[src/rtl/mp_pkg.sv]
package mp_pkg;
  localparam int DEF_W     = 8;
  localparam int DEF_IDX_W = 8;

  typedef enum logic {
    PICK_A = 1'b0,
    PICK_B = 1'b1
  } pick_e;
endpackage

[src/rtl/mp_pair_reduce.sv]
// Chooses the larger member of a pair; A is kept when the two are equal.
module mp_pair_reduce #(
  parameter int W = 8
) (
  input  logic signed [W-1:0] a,
  input  logic signed [W-1:0] b,
  output logic signed [W-1:0] cand,
  output mp_pkg::pick_e       pick
);
  always_comb begin
    if (b > a) begin
      pick = mp_pkg::PICK_B;
      cand = b;
    end else begin
      pick = mp_pkg::PICK_A;
      cand = a;
    end
  end
endmodule

[src/rtl/mp_pair_counter.sv]
// Pair position within the current window.
module mp_pair_counter #(
  parameter int CNT_W = 7
) (
  input  logic             clk,
  input  logic             rst_n,
  input  logic             start,
  input  logic             fire,
  input  logic             last,
  output logic [CNT_W-1:0] base_cnt
);
  logic [CNT_W-1:0] cnt_q;

  assign base_cnt = start ? '0 : cnt_q;

  always_ff @(posedge clk or negedge rst_n) begin
    if (!rst_n) begin
      cnt_q <= '0;
    end else if (fire) begin
      cnt_q <= last ? '0 : base_cnt + 1'b1;
    end else if (start) begin
      cnt_q <= '0;
    end
  end
endmodule

[src/rtl/mp_running_max.sv]
// Running maximum and its index, with the merged next value exposed.
module mp_running_max #(
  parameter int W     = 8,
  parameter int IDX_W = 8
) (
  input  logic               clk,
  input  logic               rst_n,
  input  logic               start,
  input  logic               fire,
  input  logic               last,
  input  logic signed [W-1:0] cand,
  input  logic [IDX_W-1:0]   cand_idx,
  output logic signed [W-1:0] nxt_max,
  output logic [IDX_W-1:0]   nxt_idx
);
  localparam logic signed [W-1:0] MIN_VAL = {1'b1, {(W-1){1'b0}}};

  logic signed [W-1:0] max_q;
  logic [IDX_W-1:0]    idx_q;
  logic signed [W-1:0] base_max;
  logic [IDX_W-1:0]    base_idx;

  always_comb begin
    base_max = start ? MIN_VAL : max_q;
    base_idx = start ? '0 : idx_q;
    if (cand > base_max) begin
      nxt_max = cand;
      nxt_idx = cand_idx;
    end else begin
      nxt_max = base_max;
      nxt_idx = base_idx;
    end
  end

  always_ff @(posedge clk or negedge rst_n) begin
    if (!rst_n) begin
      max_q <= MIN_VAL;
      idx_q <= '0;
    end else if (fire && !last) begin
      max_q <= nxt_max;
      idx_q <= nxt_idx;
    end else if (fire || start) begin
      max_q <= MIN_VAL;
      idx_q <= '0;
    end
  end
endmodule

[src/rtl/mp_result_reg.sv]
// One-entry result slot on a valid/ready output.
module mp_result_reg #(
  parameter int W     = 8,
  parameter int IDX_W = 8
) (
  input  logic             clk,
  input  logic             rst_n,
  input  logic             load,
  input  logic [W-1:0]     value,
  input  logic [IDX_W-1:0] index,
  input  logic             res_ready,
  output logic             res_valid,
  output logic [W-1:0]     res_value,
  output logic [IDX_W-1:0] res_index
);
  always_ff @(posedge clk or negedge rst_n) begin
    if (!rst_n) begin
      res_valid <= 1'b0;
      res_value <= '0;
      res_index <= '0;
    end else if (load) begin
      res_valid <= 1'b1;
      res_value <= value;
      res_index <= index;
    end else if (res_ready) begin
      res_valid <= 1'b0;
    end
  end
endmodule

[src/rtl/maxpool_argmax_stream.sv]
module maxpool_argmax_stream #(
  parameter int W     = mp_pkg::DEF_W,
  parameter int IDX_W = mp_pkg::DEF_IDX_W
) (
  input  logic             clk,
  input  logic             rst_n,
  input  logic             win_start,
  input  logic             in_valid,
  output logic             in_ready,
  input  logic [W-1:0]     in_a,
  input  logic [W-1:0]     in_b,
  input  logic             in_last,
  output logic             res_valid,
  input  logic             res_ready,
  output logic [W-1:0]     res_value,
  output logic [IDX_W-1:0] res_index
);
  localparam int CNT_W = IDX_W - 1;

  logic                fire;
  logic [CNT_W-1:0]    base_cnt;
  logic signed [W-1:0] cand;
  mp_pkg::pick_e       pick;
  logic [IDX_W-1:0]    cand_idx;
  logic signed [W-1:0] nxt_max;
  logic [IDX_W-1:0]    nxt_idx;

  assign in_ready = !res_valid || res_ready;
  assign fire     = in_valid && in_ready;
  assign cand_idx = {base_cnt, (pick == mp_pkg::PICK_B)};

  mp_pair_counter #(.CNT_W(CNT_W)) u_cnt (
    .clk      (clk),
    .rst_n    (rst_n),
    .start    (win_start),
    .fire     (fire),
    .last     (in_last),
    .base_cnt (base_cnt)
  );

  mp_pair_reduce #(.W(W)) u_red (
    .a    ($signed(in_a)),
    .b    ($signed(in_b)),
    .cand (cand),
    .pick (pick)
  );

  mp_running_max #(.W(W), .IDX_W(IDX_W)) u_max (
    .clk      (clk),
    .rst_n    (rst_n),
    .start    (win_start),
    .fire     (fire),
    .last     (in_last),
    .cand     (cand),
    .cand_idx (cand_idx),
    .nxt_max  (nxt_max),
    .nxt_idx  (nxt_idx)
  );

  mp_result_reg #(.W(W), .IDX_W(IDX_W)) u_res (
    .clk       (clk),
    .rst_n     (rst_n),
    .load      (fire && in_last),
    .value     (nxt_max),
    .index     (nxt_idx),
    .res_ready (res_ready),
    .res_valid (res_valid),
    .res_value (res_value),
    .res_index (res_index)
  );
endmodule

[config.mk]
export PLATFORM = sky130hd
export DESIGN_NAME = maxpool_argmax_stream
export DESIGN_NICKNAME = d
export VERILOG_FILES = /design/src/rtl/mp_pkg.sv /design/src/rtl/mp_pair_reduce.sv /design/src/rtl/mp_pair_counter.sv /design/src/rtl/mp_running_max.sv /design/src/rtl/mp_result_reg.sv /design/src/rtl/maxpool_argmax_stream.sv
export SDC_FILE = /design/constraint.sdc
export NUM_CORES = 1
export LEC_CHECK = 0
export BUFFER_PORTS_ARGS = -buffer_cell sky130_fd_sc_hd__buf_2
export CORE_MARGIN = 10
export CORE_UTILIZATION = 54
export CTS_BUF_LIST = sky130_fd_sc_hd__clkbuf_2 sky130_fd_sc_hd__clkbuf_4 sky130_fd_sc_hd__clkbuf_8
export CTS_CLUSTER_SIZE = 16
export DETAILED_ROUTE_END_ITERATION = 12
export PLACE_DENSITY = 0.79
export SYNTH_ARGS = -nofsm -noshare
export SYNTH_HDL_FRONTEND = slang
export SYNTH_HIERARCHICAL = 1
export SYNTH_SLANG_ARGS = --single-unit
[constraint.sdc]
create_clock -name clk -period 2.5 [get_ports clk]
set_clock_uncertainty 0.05 [all_clocks]
set_input_delay 0.75 -clock clk [delete_from_list [all_inputs] [get_ports clk]]
set_output_delay 0.75 -clock clk [all_outputs]
set_load 0.03 [all_outputs]
### After elaboration in Yosys (flattened, before gate mapping)

Index checks and enable logic that the tools add are counted.

* logic and storage cells: 33
* register bits: 40

* add/sub/neg operators: 1
* reduce and logical (&&, ||, !) cells: 9
* order comparisons: 2
* multiplexer cells: 15

Operators by type and width (number)
* $mux 8: 9
* $mux 7: 3
* $gt 8x8->1: 2
* $add 7x1->7 const B: 1
* $reduce_bool 2->1: 2
* $logic_and 1x1->1: 3
* $mux 1: 3
* $logic_not 1->1: 2
* $logic_or 1x1->1: 2

### Depth between registers and ports, before layout

Gate-level depths: netlist of run 1.

* word-level depth: 6
* gate-level depth with buffers: 18
* gate-level depth less buffers: 15

### Hierarchy

The synthesis of run 1 kept the hierarchy.

Modules (own cells, without submodules)
* mp_running_max: cells an instance 161, sequential area each 401.6 um2, area an instance 1383.8 um2, instances 1
* mp_result_reg: cells an instance 37, sequential area each 425.4 um2, area an instance 683.2 um2, instances 1
* mp_pair_counter: cells an instance 42, sequential area each 175.2 um2, area an instance 420.4 um2, instances 1
* mp_pair_reduce: cells an instance 40, sequential area each 0.0 um2, area an instance 315.3 um2, instances 1
* maxpool_argmax_stream: cells an instance 3, sequential area each 0.0 um2, area an instance 26.3 um2, instances 1

### Least setup slack after synthesis of run 1

Ideal clock, no wire load.

* path type: input to register
* start point: input port in_a[7]
* end point: register u_res.res_index[1]
* stages: 17
* required time: 2325 ps
* path buffers: 3
* path slack: -1882 ps
* data arrival time: 4207 ps
* cells stage by stage: inv_1 ha_1 nand4_1 o32ai_1 a31oi_1 a21oi_4 mux2_2 ha_1 a21o_1 a2111oi_2 a221o_1 buf_6 or2_4 buf_6 buf_12 mux2_4 mux2_2

* cells in the longest elaborated chain, start to end: 4

Ends and longest elaborated chain
* from (decl): line maxpool_argmax_stream.sv:10 `input logic [W-1:0] in_a,`
* $gt 8x8->1: line mp_pair_reduce.sv:11 `if (b > a) begin`
* $mux 8: line mp_pair_reduce.sv:11
* via cand[5]: line maxpool_argmax_stream.sv:22 `logic signed [W-1:0] cand;`
* $gt 8x8->1: line mp_running_max.sv:26 `if (cand > base_max) begin`
* $mux 8: line mp_running_max.sv:26
* via nxt_idx[1]: line maxpool_argmax_stream.sv:26 `logic [IDX_W-1:0] nxt_idx;`
* to (signal assigned): line mp_result_reg.sv:24 `res_index <= index;`
* to (decl): line mp_result_reg.sv:14 `output logic [IDX_W-1:0] res_index`

The timed path passes the listed nets, and every way through them passes these cells.
A chain may end at the register's enable or synchronous reset.

### Final worst setup path of run 1

* start point: input port in_a[6]
* end point: register u_res.res_index[6]

Same word-level chain as after synthesis.

==> metrics, run 1 <==
# port buffers 39; EDFF count, synth 0; Synth Warn # 6; first-pass GRT wire length 12.99 mm; Crit path depth 15; DP Wirelength 5.185 mm; crit path kind in -> reg; Critical Path End u_res/res_index[6]; pin count of the biggest net entering global routing 23; Root Driver clkbuf_8; # Max-Cap Violations 0; final count of negative-setup-slack endpoints 32; status complete, but fails checks; fin nets 402; Total Wirelength 8.075 mm; number of global-route vias before repair 2706; Slew Viols, Final 0; commonest cells in the netlist dfrtp_1 (39), nand2_1 (30), inv_1 (25), mux2_2 (18), ha_1 (17); post-synthesis cell area 2829 um^2; synthesized area per cell 9.996 um^2; buffers and inverters on the worst path 2; cells after synthesis 283; FP Rows 26; Synthesized Nets 322; via/cell ratio 5.717; Crit. Startpoint in_a[6]; Starting DRT DRC Count 223; Fillers 332; most common flop cell mapped by yosys dfrtp_1; CP peak stage delay 0.37 ns; Initial Utilization 55.39%; Die X 92.38 um; Period minus WS final 3.911 ns; Worst R2R End u_res/res_index[6]; Arr. time, crit path 4.05 ns; GRT Overall Usage 18.38%; Crit path top cell by count mux2_4; post-synthesis sequential area ratio 35.43%; critical path, cell by cell buf_8 > inv_8 > ha_4 > nand4_1 > o32ai_2 > a31oi_2 > a21oi_4 > mux2_4 > ha_4 > a21o_1 > a2111oi_4 > o211a_1 > or2_4 > mux2_4 > mux2_4; post-synth cell types 42; DRT Pass-1 Iters 5; Crit path required time 2.64 ns; r2r startpoint u_max/max_q[5]; final worst slack -1.411 ns; I/O Pins 40; Design Area, Final 3906 um^2; RSZ-0062 raised after global routing true; crit path max-delay cell type a2111oi_4; fmax 255.7 MHz; Final ANT Viol Nets 0; H-tree lvl count 2; HP Class in -> async; slew margin rel. 57.93%; area leader, netlist dfrtp_1; Placed Instance Area 3458 um^2; Die Ht 92.38 um; number of synthesized register bits 40; share of layout cells above drive strength 1 48.90%; ant diodes 0; Async S/R FF share, synth 100.0%; CTS sink count 40; Startpoint Class input port; die footprint 8534 um^2; count leader, synth dfrtp_1; Critical Path End Type register; Synth top area share 34.50%; worst-margin pin slew 0.6288 ns; setup TNS -40.57 ns; maximum VDD drop 438.6 uV; clock slew at reported path FFs 0.09 ns; Tcrit/Tclk final 156.4%; initial antenna violation count 0; grt ovf 0; ranking of synthesized cells by area dfrtp_1 (34%), mux2_4 (8.0%), ha_1 (7.5%), mux2_2 (7.2%), o211ai_1 (4.2%); hold_buf cts 0; core area 5107 um^2; Area Growth Syn to Fin 38.08%; pwr dens 601.0 nW/um^2; routed len/inst 18.61 um; failing checks setup timing; DR vias 2481; Bufs on Longest Clock Path 2; cells on worst reg2reg path 8; delay-heaviest family, CP compound AO/OA/AOI/OAI gates; CTS tree done; flop-to-flop setup slack -0.12 ns; final RePlAce weighted congestion 0.8234; Crit Path Max Fanout 5; DRC errors left 0; Clock Latency Late Sink 0.30 ns; Hold Vio Cnt, Final 0; Pleak 0.001815 uW; CTS Buf Count 5
[flip-flops by register name, indices dropped and copies added (netlist names)]
signal           cells
u_max/max_q          8
u_res/res_valid      1
u_res/res_index      8
u_cnt/cnt_q          7
u_max/idx_q          8
u_res/res_value      8
[metrics by stage]
| stage | std cells | utilization (%) | total power, uW | hold slack (ns) | setup WS (ns) |
|---|---|---|---|---|---|
| 2_1_floorplan | 283 | - | 1359 | 0.4044 | -1.662 |
| 4_1_cts | 430 | 74.91 | 2288 | 0.3982 | -1.300 |
| 6_report | 434 | 76.48 | 2348 | 0.3766 | -1.411 |
| 5_1_grt | 434 | 76.48 | 2449 | 0.4036 | -1.530 |
| 3_3_place_gp | 414 | 67.71 | 1571 | 0.4390 | -1.727 |
| 3_5_place_dp | 414 | 67.71 | 1595 | 0.4434 | -1.831 |
[where the power goes]
group / switching [uW] / internal [uW] / leakage (uW) / total [uW]
clock: 255 / 327 / 0.0000614 / 582
sequential: 40.4 / 728 / 0.000531 / 769
combinational: 537 / 460 / 0.00122 / 997
total: 833 / 1510 / 0.00181 / 2350
[routing by layer]
metal | GRT usage [%] | share of wire [%] | wire [um] | vias to the layer above
li1 | - | - | - | 1170
met1 | 22.74 | 41 | 3339 | 1199
met2 | 31.00 | 50 | 4004 | 94
met3 | 3.793 | 6.7 | 544 | 18
met4 | 6.427 | 2.3 | 187 | 0
met5 | 0 | 0 | 0 | -
[kinds of logic after synthesis]
| logic type | after synthesis | synth area share (%) |
|---|---|---|
| AO/OA/AOI/OAI | 60 | 16.06 |
| adder cells (fa/ha/maj) | 17 | 7.519 |
| buffers and inverters | 42 | 8.315 |
| flip-flops | 40 | 35.43 |
| multiplexers | 40 | 17.65 |
| AND/OR/NAND/NOR | 84 | 15.04 |
[layout by cell type, fill, tap and decap left out, types with 13 or more instances in the layout]
cell type  Yosys  final
nor2_1        13     13
nor2b_1       13     13
buf_4          2     43
dfrtp_1       39     39
nand2_1       30     27
o211ai_1      16     16
mux2_4        15     25
buf_2          0     31
ha_4           0     14
inv_1         25     15
[layout make-up]
class / count / area, um^2 / area share [%]
clock inverter: 2 / 38.79 / 0.9930
inverter: 25 / 111.4 / 2.851
sequential: 40 / 1002 / 25.66
clock buffer: 6 / 82.58 / 2.114
multi-input combinational: 203 / 1916 / 49.04
tap: 70 / 87.58 / 2.242
timing repair buffer: 88 / 668.1 / 17.10
[what timing repair did]
item | 4_1_cts | 5_1_grt
gates cloned | 2 | 0
pin swaps | 5 | 6
gates resized for setup | 41 | 15
endpoints found under the setup margin | 32 | 32
buffers inserted | 6 | 5
[worst min path at each step]
stage / startpoint / end / slack [ns] / depth (start not counted)
floorplan: rst_n / u_cnt/cnt_q[0] / 0.40 / 0
global placement: u_res/res_value[7] / u_res/res_value[7] / 0.44 / 1
detailed placement: u_res/res_index[0] / u_res/res_index[0] / 0.44 / 1
CTS: rst_n / u_max/idx_q[6] / 0.40 / 1
global route: rst_n / u_max/idx_q[6] / 0.40 / 1
finish: rst_n / u_max/idx_q[6] / 0.38 / 1
Note: power is estimated with default switching activity, not from simulation.
==> run 2, diff against run 1 <==
Settings changed: ABC_AREA from default to 1.
==> run 2 against run 1 <==
Compared with the run above: the run still ends with setup timing left; first-iteration DRC count is 35% lower; clock power decreased by 9.5%; worst setup slack better by 0.76 ns; clock-buffer cell count did not move; non-clock buffer count grew 7; critical endpoint is now u_res/res_index[5]; largest power group unchanged.
==> metrics, run 2 <==
status complete, but fails checks; failing checks setup timing; I/O Pins 40; worst-margin pin slew 0.4945 ns; Async S/R FF share, synth 100.0%; commonest cells in the netlist nand2_1 (141), inv_1 (52), dfrtp_1 (39), nand4_1 (24), nand3_1 (20); number of global-route vias before repair 2702; Hold Path Origin u_cnt/cnt_q[3]; crit path kind in -> reg; DR vias 2705; ant diodes 0; area occupied by registers 1002 um^2; combinational share of power 56.1%; EDFF count, synth 0; HP Class reg -> reg; Synth top area share 35.04%; Die X 91.82 um; Sw Share 42.34%; first-pass GRT wire length 12.09 mm; Crit path top cell by count nand2_2; maximum VDD drop 458.9 uV; most common flop cell mapped by yosys dfrtp_1; ranking of synthesized cells by area dfrtp_1 (35%), nand2_1 (19%), ha_1 (7.6%), inv_1 (7.0%), nand4_1 (5.4%); DRC errors left 0; post-synthesis cell area 2785 um^2; DP Worst Slack -1.031 ns; Total Wirelength 6.933 mm; Root Driver clkbuf_8; CTS sink count 40; # Max-Cap Violations 0; worst hold slack 0.4179 ns; slew margin rel. 67.04%; r2r startpoint u_max/max_q[7]; synthesized area per cell 7.272 um^2; Reg power frac 28.1%; post-synthesis sequential area ratio 35.98%; area leader, netlist dfrtp_1; Synthesized Nets 422; fmax 317.1 MHz; GRT Overall Usage 16.58%; via/cell ratio 4.945; hold_buf cts 0; Crit path required time 2.62 ns; clock slew at reported path FFs 0.07 ns; Initial Utilization 55.24%; Crit Path Max Fanout 11; number of synthesized register bits 40; grt ovf 0; RSZ-0062 raised after global routing true; DRT Pass-1 Iters 5; Hold Vio Cnt, Final 0; Period minus WS final 3.154 ns; initial antenna violation count 0; cells after synthesis 383; most common cell after layout, fill and taps aside nand2_1; CP peak stage delay 0.27 ns; share of layout cells above drive strength 1 37.32%; routed len/inst 12.67 um; final RePlAce weighted congestion 0.8168; CTS tree done; pin count of the biggest net entering global routing 41; Bufs on Longest Clock Path 2; final worst slack -0.6541 ns; post-synth cell types 31; CTS Buf Count 5; # port buffers 39; Critical Path End Type register; fin nets 515; final count of negative-setup-slack endpoints 32; Clock Latency Late Sink 0.29 ns; Startpoint Class input port; Fillers 356; Die Ht 91.82 um; Final ANT Viol Nets 0; count leader, synth nand2_1; die footprint 8430 um^2; Area Growth Syn to Fin 39.49%; DP Wirelength 5.306 mm; Slew Viols, Final 0; pwr dens 858.1 nW/um^2; crit path max-delay cell type ha_4; Total Power 3334 uW; multi-input logic area 1750 um^2; core area 5042 um^2; Net Sw Power 1412 uW; Pleak 0.002125 uW; Synth Warn # 6; H-tree lvl count 2; clock network fraction of total power 15.8%; most frequent cells in the layout nand2_1 (126), buf_4 (48), inv_1 (45); FP Rows 26; Internal 1922 uW; Tcrit/Tclk final 126.2%; Starting DRT DRC Count 144; Crit. Startpoint in_a[6]; Arr. time, crit path 3.28 ns
run 2: timing repair:
item	CTS	global route
resized for setup	17	8
buffers inserted	3	1
gates cloned	1	0
endpoints found under the setup margin	32	32
pin swaps	23	4
hold endpoints to repair	0	0
run 2: area by class of cell:
class | count | share of cell area (%)
flip-flops and latches | 40 | 25.80
clock buffers | 6 | 1.965
well taps | 70 | 2.254
inverters | 54 | 5.539
repair buffers | 95 | 18.49
multi-input cells | 280 | 45.06
clock inverters | 2 | 0.9018
run 2: through the flow:
stage	util [%]	instance area, um^2	std cells	setup TNS (ns)
6_report	77.05	3885	547	-18.08
5_1_grt	77.05	3885	547	-22.59
4_1_cts	76.18	3841	546	-17.25
3_5_place_dp	71.69	3615	534	-30.02
3_3_place_gp	71.69	3615	534	-26.93
2_1_floorplan	-	2988	383	-18.43
run 2: critical path, delay by kind of cell:
kind                     cells  cell delay (ns)
AND/OR/NAND/NOR             18             1.49
buffers and inverters        5             0.50
adder cells (fa/ha/maj)      2             0.53
run 2: logic make-up after synthesis:
family / synth area share, %
AND/OR/NAND/NOR: 42.09
adder cells (fa/ha/maj): 7.637
flip-flops: 35.98
buffers and inverters: 10.87
multiplexers: 0.3594
AO/OA/AOI/OAI: 3.054
run 2: worst paths after layout:
kind                       depth (start not counted)                  to  slack, ns
setup / recovery                                  25  u_res/res_index[5]      -0.65
min in group asynchronous                          2      u_max/max_q[2]       0.45
hold reg to reg                                    1      u_cnt/cnt_q[3]       0.42
hold / removal                                     1      u_cnt/cnt_q[3]       0.42
max in group asynchronous                          2      u_max/max_q[7]       1.58
setup reg to reg                                  11  u_res/res_index[2]       0.41
run 2: power groups by stage:
stage | clock network (uW) | logic, uW | registers, uW
global route | 563 | 2060 | 964
global placement | 0 | 1720 | 939
CTS | 536 | 1840 | 939
floorplan | 0 | 931 | 1210
detailed placement | 0 | 1770 | 949
finish | 527 | 1870 | 937
run 2: routing by layer:
layer	wire (um)	share of wire, %	GRT usage (%)
met5	0	0	0
met4	87	1.3	4.756
met3	389	5.6	3.830
met2	3442	50	29.27
met1	3014	43	19.60
==> run 3, diff against run 2 <==
Settings changed: RECOVER_POWER from default to 100.
==> run 3 against run 2 <==
Compared with the run above: the flow still finishes with violations (setup timing); maximum frequency about the same; final area shrank 1.0%; hold slack about the same; critical endpoint unchanged; largest cell class unchanged.
==> metrics, run 3 (synthesized netlist as in run 2, its figures left out) <==
GRT Overall Usage 16.58%; crit path max-delay cell type ha_4; fmax 317.1 MHz; Crit path required time 2.62 ns; Slew Viols, Final 0; pwr dens 857.8 nW/um^2; Worst R2R End u_res/res_index[2]; Critical Path End u_res/res_index[5]; routed len/inst 12.72 um; ant diodes 0; Placed Instance Area 3615 um^2; Hold Path Origin u_cnt/cnt_q[3]; share of layout cells above drive strength 1 32.49%; worst hold slack 0.4175 ns; Arr. time, crit path 3.28 ns; worst-margin pin slew 0.9601 ns; final worst slack -0.6534 ns; Crit Path Max Fanout 11; r2r startpoint u_max/max_q[7]; Starting DRT DRC Count 125; cells on worst reg2reg path 11; CTS Buf Count 5; clock slew at reported path FFs 0.07 ns; Hold Vio Cnt, Final 0; final count of negative-setup-slack endpoints 32; H-tree lvl count 2; fin nets 515; Die X 91.82 um; DP Worst Slack -1.031 ns; Area Growth Syn to Fin 38.10%; I/O Pins 40; Final ANT Viol Nets 0; status complete, but fails checks; DRT Pass-1 Iters 4; Die Ht 91.82 um; slew margin rel. 35.99%; die footprint 8430 um^2; Critical Path End Type register; Period minus WS final 3.153 ns; buffers and inverters on the worst path 5; grt ovf 0; Tcrit/Tclk final 126.1%; delay-heaviest family, CP simple AND/OR/NAND/NOR gates; pin count of the biggest net entering global routing 41; Design Area, Final 3846 um^2; final RePlAce weighted congestion 0.8168; core area 5042 um^2; setup TNS -18.09 ns; Clock Latency Late Sink 0.29 ns; Root Driver clkbuf_8; Crit path depth 25; maximum VDD drop 453.2 uV; RSZ-0062 raised after global routing true; DP Wirelength 5.306 mm; Crit. Startpoint in_a[6]; CTS sink count 40; DR vias 2704; flop-to-flop setup slack 0.40 ns; Bufs on Longest Clock Path 2; HP Class reg -> reg; most common cell after layout, fill and taps aside nand2_1; first-pass GRT wire length 12.09 mm; CP peak stage delay 0.27 ns; Startpoint Class input port; Pleak 0.002060 uW; # port buffers 39; number of global-route vias before repair 2702; via/cell ratio 4.943; initial antenna violation count 0; # Max-Cap Violations 0; Total Wirelength 6.958 mm; crit path kind in -> reg; Total Power 3299 uW; DRC errors left 0; FP Rows 26; CTS tree done; Crit path top cell by count nand2_2; failing checks setup timing; most frequent cells in the layout nand2_1 (127), inv_1 (46), buf_4 (45); Initial Utilization 55.24%
## run 3: timing repair
| action | in CTS | in global routing |
|---|---|---|
| buffers inserted | 3 | 1 |
| gates cloned | 1 | 0 |
| hold endpoints to repair | 0 | 0 |
| hold buffers | 0 | 0 |
| pin swaps | 23 | 4 |
| gates resized for setup | 17 | 8 |
| endpoints found under the setup margin | 32 | 32 |
## run 3: metrics by stage
step	cells	util, %
CTS	546	76.18
detailed placement	534	71.69
finish	547	76.28
global placement	534	71.69
floorplan	383	-
global route	547	76.28
## run 3: how the worst min path moves through the flow
stage,end,slack (ns),depth (start not counted)
2_1_floorplan,u_cnt/cnt_q[3],0.39,1
3_3_place_gp,u_res/res_value[0],0.40,2
3_5_place_dp,u_res/res_index[1],0.40,2
4_1_cts,u_cnt/cnt_q[3],0.42,1
5_1_grt,u_cnt/cnt_q[3],0.43,1
6_report,u_cnt/cnt_q[3],0.42,1
## run 3: metal layers
metal	vias up	part of all wire (%)	GRT usage [%]
met3	9	4.6	3.830
met1	1230	45	19.60
met5	-	0	0
met2	64	50	29.27
li1	1401	-	-
met4	0	1.2	4.756
## run 3: area by class of cell
cell class                      count  area (um^2)
Fill cell                         370         1196
Clock buffer                        6        76.32
Multi-Input combinational cell    280         1740
Timing Repair Buffer               95        689.4
Tap cell                           70        87.58
Inverter                           54        215.2
Sequential cell                    40         1002
Clock inverter                      2        35.03
## run 3: where the power goes
part	leakage [uW]	total (uW)	switching, uW	internal, uW
Clock	0.0000586	527	220	307
Sequential	0.000528	943	106	838
Combinational	0.00147	1830	1090	737
Total	0.00206	3300	1420	1880
